### src/rtl/dec5_pkg.sv
package dec5_pkg;

    // Recoded multiplier digit: Y = 5*up_sel + (lo_neg ? -lo_mag : lo_mag)
    typedef struct packed {
        logic [1:0] up_sel;
        logic       lo_neg;
        logic [1:0] lo_mag;
    } ydig_t;

    // BCD digit to 5-2-1-1 code (weights b3=5, b2=2, b1=1, b0=1)
    function automatic logic [3:0] bcd_to_c5211(input logic [3:0] d);
        logic [3:0] r;
        case (d)
            4'd0: r = 4'b0000;
            4'd1: r = 4'b0001;
            4'd2: r = 4'b0011;
            4'd3: r = 4'b0101;
            4'd4: r = 4'b0111;
            4'd5: r = 4'b1000;
            4'd6: r = 4'b1001;
            4'd7: r = 4'b1011;
            4'd8: r = 4'b1101;
            4'd9: r = 4'b1111;
            default: r = 4'b0000;
        endcase
        return r;
    endfunction

    // BCD digit to 4-2-2-1 code (weights b3=4, b2=2, b1=2, b0=1)
    function automatic logic [3:0] bcd_to_c4221(input logic [3:0] d);
        logic [3:0] r;
        case (d)
            4'd0: r = 4'b0000;
            4'd1: r = 4'b0001;
            4'd2: r = 4'b0010;
            4'd3: r = 4'b0011;
            4'd4: r = 4'b1000;
            4'd5: r = 4'b1001;
            4'd6: r = 4'b1010;
            4'd7: r = 4'b1011;
            4'd8: r = 4'b1110;
            4'd9: r = 4'b1111;
            default: r = 4'b0000;
        endcase
        return r;
    endfunction

    // Any 5-2-1-1 pattern to canonical 4-2-2-1 code
    function automatic logic [3:0] c5211_to_c4221(input logic [3:0] c);
        logic [3:0] v;
        v = (c[3] ? 4'd5 : 4'd0) + (c[2] ? 4'd2 : 4'd0)
          + {3'b000, c[1]} + {3'b000, c[0]};
        return bcd_to_c4221(v);
    endfunction

endpackage

### src/rtl/dec5_ydigit_recode.sv
module dec5_ydigit_recode
    import dec5_pkg::*;
(
    input  logic [3:0] y_bcd,
    output ydig_t      code
);
    always_comb begin
        code = '0;
        case (y_bcd)
            4'd0: code = '{up_sel: 2'd0, lo_neg: 1'b0, lo_mag: 2'd0};
            4'd1: code = '{up_sel: 2'd0, lo_neg: 1'b0, lo_mag: 2'd1};
            4'd2: code = '{up_sel: 2'd0, lo_neg: 1'b0, lo_mag: 2'd2};
            4'd3: code = '{up_sel: 2'd1, lo_neg: 1'b1, lo_mag: 2'd2};
            4'd4: code = '{up_sel: 2'd1, lo_neg: 1'b1, lo_mag: 2'd1};
            4'd5: code = '{up_sel: 2'd1, lo_neg: 1'b0, lo_mag: 2'd0};
            4'd6: code = '{up_sel: 2'd1, lo_neg: 1'b0, lo_mag: 2'd1};
            4'd7: code = '{up_sel: 2'd1, lo_neg: 1'b0, lo_mag: 2'd2};
            4'd8: code = '{up_sel: 2'd2, lo_neg: 1'b1, lo_mag: 2'd2};
            4'd9: code = '{up_sel: 2'd2, lo_neg: 1'b1, lo_mag: 2'd1};
            default: code = '0;
        endcase
    end
endmodule

### src/rtl/dec5_multiples.sv
module dec5_multiples
    import dec5_pkg::*;
#(
    parameter int NDIG = 16
) (
    input  logic [4*NDIG-1:0]     x_bcd,
    output logic [4*(NDIG+1)-1:0] x1_o,
    output logic [4*(NDIG+1)-1:0] x2_o,
    output logic [4*(NDIG+1)-1:0] x5_o,
    output logic [4*(NDIG+1)-1:0] x10_o
);
    localparam int WIN  = 4 * NDIG;
    localparam int WOUT = 4 * (NDIG + 1);

    logic [WIN-1:0]  x_5211;
    logic [WIN-1:0]  x_4221;
    logic [WOUT-1:0] x5_raw;

    // Per-digit code conversion of the multiplicand
    for (genvar i = 0; i < NDIG; i++) begin : g_in
        always_comb begin
            x_5211[4*i +: 4] = bcd_to_c5211(x_bcd[4*i +: 4]);
            x_4221[4*i +: 4] = bcd_to_c4221(x_bcd[4*i +: 4]);
        end
    end

    // x2: 5211 vector shifted left by one bit reads as 4221
    assign x2_o   = {3'b000, x_5211, 1'b0};
    // x5: 4221 vector shifted left by three bits reads as 5211
    assign x5_raw = {1'b0, x_4221, 3'b000};
    assign x1_o   = {4'b0000, x_4221};
    assign x10_o  = {x_4221, 4'b0000};

    // Bring x5 back to the common 4221 output code
    for (genvar j = 0; j < NDIG + 1; j++) begin : g_x5
        assign x5_o[4*j +: 4] = c5211_to_c4221(x5_raw[4*j +: 4]);
    end
endmodule

### src/rtl/dec5_pp_select.sv
module dec5_pp_select
    import dec5_pkg::*;
#(
    parameter int NDIG = 16
) (
    input  ydig_t                 code,
    input  logic [4*(NDIG+1)-1:0] x1_i,
    input  logic [4*(NDIG+1)-1:0] x2_i,
    input  logic [4*(NDIG+1)-1:0] x5_i,
    input  logic [4*(NDIG+1)-1:0] x10_i,
    output logic [4*(NDIG+1)-1:0] up_o,
    output logic [4*(NDIG+1)-1:0] lo_o,
    output logic                  neg_o
);
    localparam int W = 4 * (NDIG + 1);

    logic [W-1:0] lo_mag_v;

    always_comb begin
        case (code.up_sel)
            2'd1:    up_o = x5_i;
            2'd2:    up_o = x10_i;
            default: up_o = '0;
        endcase
        case (code.lo_mag)
            2'd1:    lo_mag_v = x1_i;
            2'd2:    lo_mag_v = x2_i;
            default: lo_mag_v = '0;
        endcase
        // 4221 weights sum to 9: inversion is the nine's complement
        lo_o  = code.lo_neg ? ~lo_mag_v : lo_mag_v;
        neg_o = code.lo_neg;
    end
endmodule

### src/rtl/dec5_pp_gen.sv
module dec5_pp_gen
    import dec5_pkg::*;
#(
    parameter int NDIG    = 16,
    parameter bit REG_OUT = 1'b1
) (
    input  logic                  clk,
    input  logic                  rst_n,
    input  logic [4*NDIG-1:0]     x_bcd,
    input  logic [3:0]            y_bcd,
    output logic [4*(NDIG+1)-1:0] pp_up,
    output logic [4*(NDIG+1)-1:0] pp_lo,
    output logic                  lo_neg
);
    localparam int W = 4 * (NDIG + 1);

    typedef struct packed {
        logic [W-1:0] up;
        logic [W-1:0] lo;
        logic         neg;
    } pp_t;

    ydig_t        ycode;
    logic [W-1:0] m1, m2, m5, m10;
    logic [W-1:0] sel_up, sel_lo;
    logic         sel_neg;
    pp_t          pp_d, pp_q;

    dec5_ydigit_recode u_recode (
        .y_bcd (y_bcd),
        .code  (ycode)
    );

    dec5_multiples #(.NDIG(NDIG)) u_mult (
        .x_bcd (x_bcd),
        .x1_o  (m1),
        .x2_o  (m2),
        .x5_o  (m5),
        .x10_o (m10)
    );

    dec5_pp_select #(.NDIG(NDIG)) u_sel (
        .code  (ycode),
        .x1_i  (m1),
        .x2_i  (m2),
        .x5_i  (m5),
        .x10_i (m10),
        .up_o  (sel_up),
        .lo_o  (sel_lo),
        .neg_o (sel_neg)
    );

    always_comb begin
        pp_d     = '0;
        pp_d.up  = sel_up;
        pp_d.lo  = sel_lo;
        pp_d.neg = sel_neg;
    end

    if (REG_OUT) begin : g_reg
        always_ff @(posedge clk or negedge rst_n) begin
            if (!rst_n) pp_q <= '0;
            else        pp_q <= pp_d;
        end
    end else begin : g_comb
        assign pp_q = pp_d;
    end

    assign pp_up  = pp_q.up;
    assign pp_lo  = pp_q.lo;
    assign lo_neg = pp_q.neg;


    up_zero_low_y_chk: assert property (@(posedge clk) disable iff (!rst_n)
        (y_bcd <= 4'd2) |-> (pp_d.up == '0));

    neg_only_for_3489_chk: assert property (@(posedge clk) disable iff (!rst_n)
        pp_d.neg |-> (y_bcd == 4'd3 || y_bcd == 4'd4 || y_bcd == 4'd8 || y_bcd == 4'd9));

    lo_zero_y05_chk: assert property (@(posedge clk) disable iff (!rst_n)
        (y_bcd == 4'd0 || y_bcd == 4'd5) |-> (pp_d.lo == '0 && !pp_d.neg));

    bad_digit_zero_chk: assert property (@(posedge clk) disable iff (!rst_n)
        (y_bcd > 4'd9) |-> (pp_d.up == '0 && pp_d.lo == '0 && !pp_d.neg));

    dbl_top_digit_chk: assert property (@(posedge clk) disable iff (!rst_n)
        m2[W-1:W-3] == 3'b000);

    neg_lo_lsd_chk: assert property (@(posedge clk) disable iff (!rst_n)
        (y_bcd == 4'd3 || y_bcd == 4'd8) |-> (pp_d.lo[0] == 1'b1 && pp_d.neg));
endmodule

### config.mk
export PLATFORM = sky130hd
export DESIGN_NAME = dec5_pp_gen
export DESIGN_NICKNAME = d
export VERILOG_FILES = /design/src/rtl/dec5_pkg.sv /design/src/rtl/dec5_ydigit_recode.sv /design/src/rtl/dec5_multiples.sv /design/src/rtl/dec5_pp_select.sv /design/src/rtl/dec5_pp_gen.sv
export SDC_FILE = /design/constraint.sdc
export NUM_CORES = 1
export LEC_CHECK = 0
export BUFFER_PORTS_ARGS = -buffer_cell sky130_fd_sc_hd__clkbuf_2
export CORE_ASPECT_RATIO = 0.9
export CORE_MARGIN = 1.5
export CORE_UTILIZATION = 40
export DETAILED_ROUTE_END_ITERATION = 16
export PLACE_DENSITY = 0.59
export SYNTH_ARGS = -nofsm -noshare
export SYNTH_HDL_FRONTEND = slang
export SYNTH_HIERARCHICAL = 1
export SYNTH_SLANG_ARGS = --single-unit
### constraint.sdc
create_clock -name clk -period 0.8 [get_ports clk]
set_clock_uncertainty 0.2 [all_clocks]
set_input_delay 0.04 -clock clk [delete_from_list [all_inputs] [get_ports clk]]
set_output_delay 0.04 -clock clk [all_outputs]
set_load 0.01 [all_outputs]
==> metrics.txt <==
share of cells above drive strength 1 0.5810; first-pass GRT wire length 58,090 um; CP Capture Type flip-flop; Buf/Inv on CP 3; I/O pin total 207; WP data arrival 1830 ps; P_leak 9.075 nW; count leader, synth nor2_1; initial antenna violation count 1; cell area power density 1331 nW/um^2; Hold Path Class in -> async; placed insts 1,988; gpl congestion 0.8895; CP Class in -> reg; cell taking the most area after synthesis dfrtp_1; H-tree Lvls 4; vias 10,950; Post-synth ARST share 1.000; Synth top area share 0.2954; Synth Instances 1,290; Post-Layout Cell Count 2,132; Initial Util 0.4111; synth unique cells 56; Place WS -1489 ps; Std-Cell Rows 58; Vias per Instance 5.138; failing checks negative hold slack, negative setup slack; GRT overflow 0; Final setup viols 272; synthesized area 11,610 um^2; vias in the first global route 11,140; maxcap violations 0; clock slew at reported path FFs 60 ps; crit-path max FO 2; final hold vios 91; iteration count of the initial detailed-routing pass 5; Num Clock Sinks 137; post-DP HPWL 24,490 um; Total Routing Usage GR 0.2463; CTS Buffer Depth 2; average size of a mapped cell 8.997 um^2; DIE WIDTH 182.6 um; status complete, but fails checks; max-slew violations 0; CP max stage delay 270 ps; Max VDD drop 0.001479 V; Die Span Y 164.6 um; CTS root buf clkbuf_16; PortBufs 206; setup ws final -913.3 ps; per-cell routed wire length 17.53 um; post-route ant nets 0; Startpoint Class input port; synth top area cells dfrtp_1 30%, ha_1 11%, a22oi_1 7.6%, buf_4 5.6%, xor2_1 5.1%; final-stage net count 1,927; Hold Buf Count CTS 1; Synth top cells by count 146 x nor2_1, 137 x dfrtp_1, 117 x a22oi_1; Core Box Area 28,230 um^2; Cell Chain, Critical Path clkbuf_16, inv_12, ha_4, and3b_2, nor2_4, inv_2, ha_4, or2_4, ha_4, nor2b_2, mux2_4, a22oi_2, nor2_1; largest net degree at the start of global routing 48; hold_ws -40.16 ps; setup_tns -130,970 ps; critical path's slowest cell ha_4; fmax 583.7 MHz; prevailing post-synth register cell dfrtp_1; RSZ-0062 raised after global routing yes; Tmin final 1713 ps; remaining design rule violation count 0; #FFs+latches synth 137; DRT Wirelength 37,370 um; Top delay family on crit path simple AND/OR/NAND/NOR gates; Area growth syn-to-layout 62.14%; CP dominant cell by count ha_4; Synth Warn # 6; Worst Path Required 910 ps; Final Core Density 0.6666; sequential-to-total area share from yosys stat 0.2954; die area 30,050 um^2; 1st-iter DRT viols 610; Tcrit/Tclk final 2.142; EDFF count, synth 0; cts bufs inserted 17; CTS tree done
-- report_power, final --
| group | switching, mW | internal [mW] | leakage (nW) |
|---|---|---|---|
| Sequential | 0.178 | 7.42 | 1.83 |
| Combinational | 4.48 | 4.52 | 6.95 |
| Clock | 3.32 | 5.14 | 0.294 |
-- layout make-up --
cell class | count | area [um^2]
Antenna cell | 1 | 2.502
Clock buffer | 20 | 466.7
Clock inverter | 11 | 145.1
Fill cell | 2202 | 9412
Inverter | 78 | 483.0
Multi-Input combinational cell | 911 | 8396
Sequential cell | 137 | 3428
Tap cell | 360 | 450.4
Timing Repair Buffer | 614 | 5446
-- cell families after synthesis --
family,count (synthesis),share of synthesized area
adders and majority gates,98,0.1056
DFF,137,0.2954
muxes,47,0.04226
and+or+nand+nor,388,0.1731
xor gates and xnor gates,68,0.05132
other,1,0.0003231
buffers and inverters,256,0.1343
AOI/OAI and AO/OA,295,0.1976
-- stage by stage --
step	power (mW)	instance area, um^2
finish	25.05	18820
global route	26.17	18820
CTS	24.71	18160
detailed placement	14.67	15430
global placement	14.58	15430
floorplan	12.12	12890
-- sequential cells by signal, summed over array words and instances, names as in the netlist --
signal	count
pp_lo	68
pp_up	68
lo_neg	1
-- cells in the final DEF, fill, tap and decap left out, types with 13 or more instances in the layout --
cell	count
mux2i_1	29
buf_16	17
dfrtp_1	137
nand2b_1	19
ha_4	43
nor2b_1	21
clkbuf_16	33
clkbuf_2	168
a22oi_2	115
ha_1	51
inv_1	41
nand3_1	13
buf_4	324
nand2_2	19
nand2b_4	19
nor2_1	121
nand2_1	29
nand3b_1	29
xor2_1	66
a22oi_1	23
nor2_2	38
buf_12	30
o21ai_0	67
buf_6	46
conb_1	15
-- routing by layer --
metal	GRT usage	vias to the layer above	routed length, um
met5	0	-	0
met4	0.09128	0	1172
met3	0.04168	66	1638
met2	0.4107	293	17670
met1	0.3208	5285	16880
li1	-	5310	-
-- what timing repair did --
action,in CTS,in global routing
resized for setup,207,177
buffers inserted,96,24
pin swaps,205,143
gates cloned,19,3
hold endpoints to repair,138,90
endpoints found under the setup margin,272,272
-- worst max path at each step --
stage,from,endpoint,slack (ps),cells past startpoint
6_report,x_bcd[17],pp_up[17]$_DFF_PN0_,-910,13
5_1_grt,x_bcd[17],pp_up[17]$_DFF_PN0_,-960,13
4_1_cts,x_bcd[17],pp_up[17]$_DFF_PN0_,-910,13
3_5_place_dp,x_bcd[17],pp_up[17]$_DFF_PN0_,-1490,13
3_3_place_gp,x_bcd[17],pp_up[17]$_DFF_PN0_,-1480,13
2_1_floorplan,x_bcd[17],pp_up[17]$_DFF_PN0_,-1260,12
(Power assumes the default switching activity.)
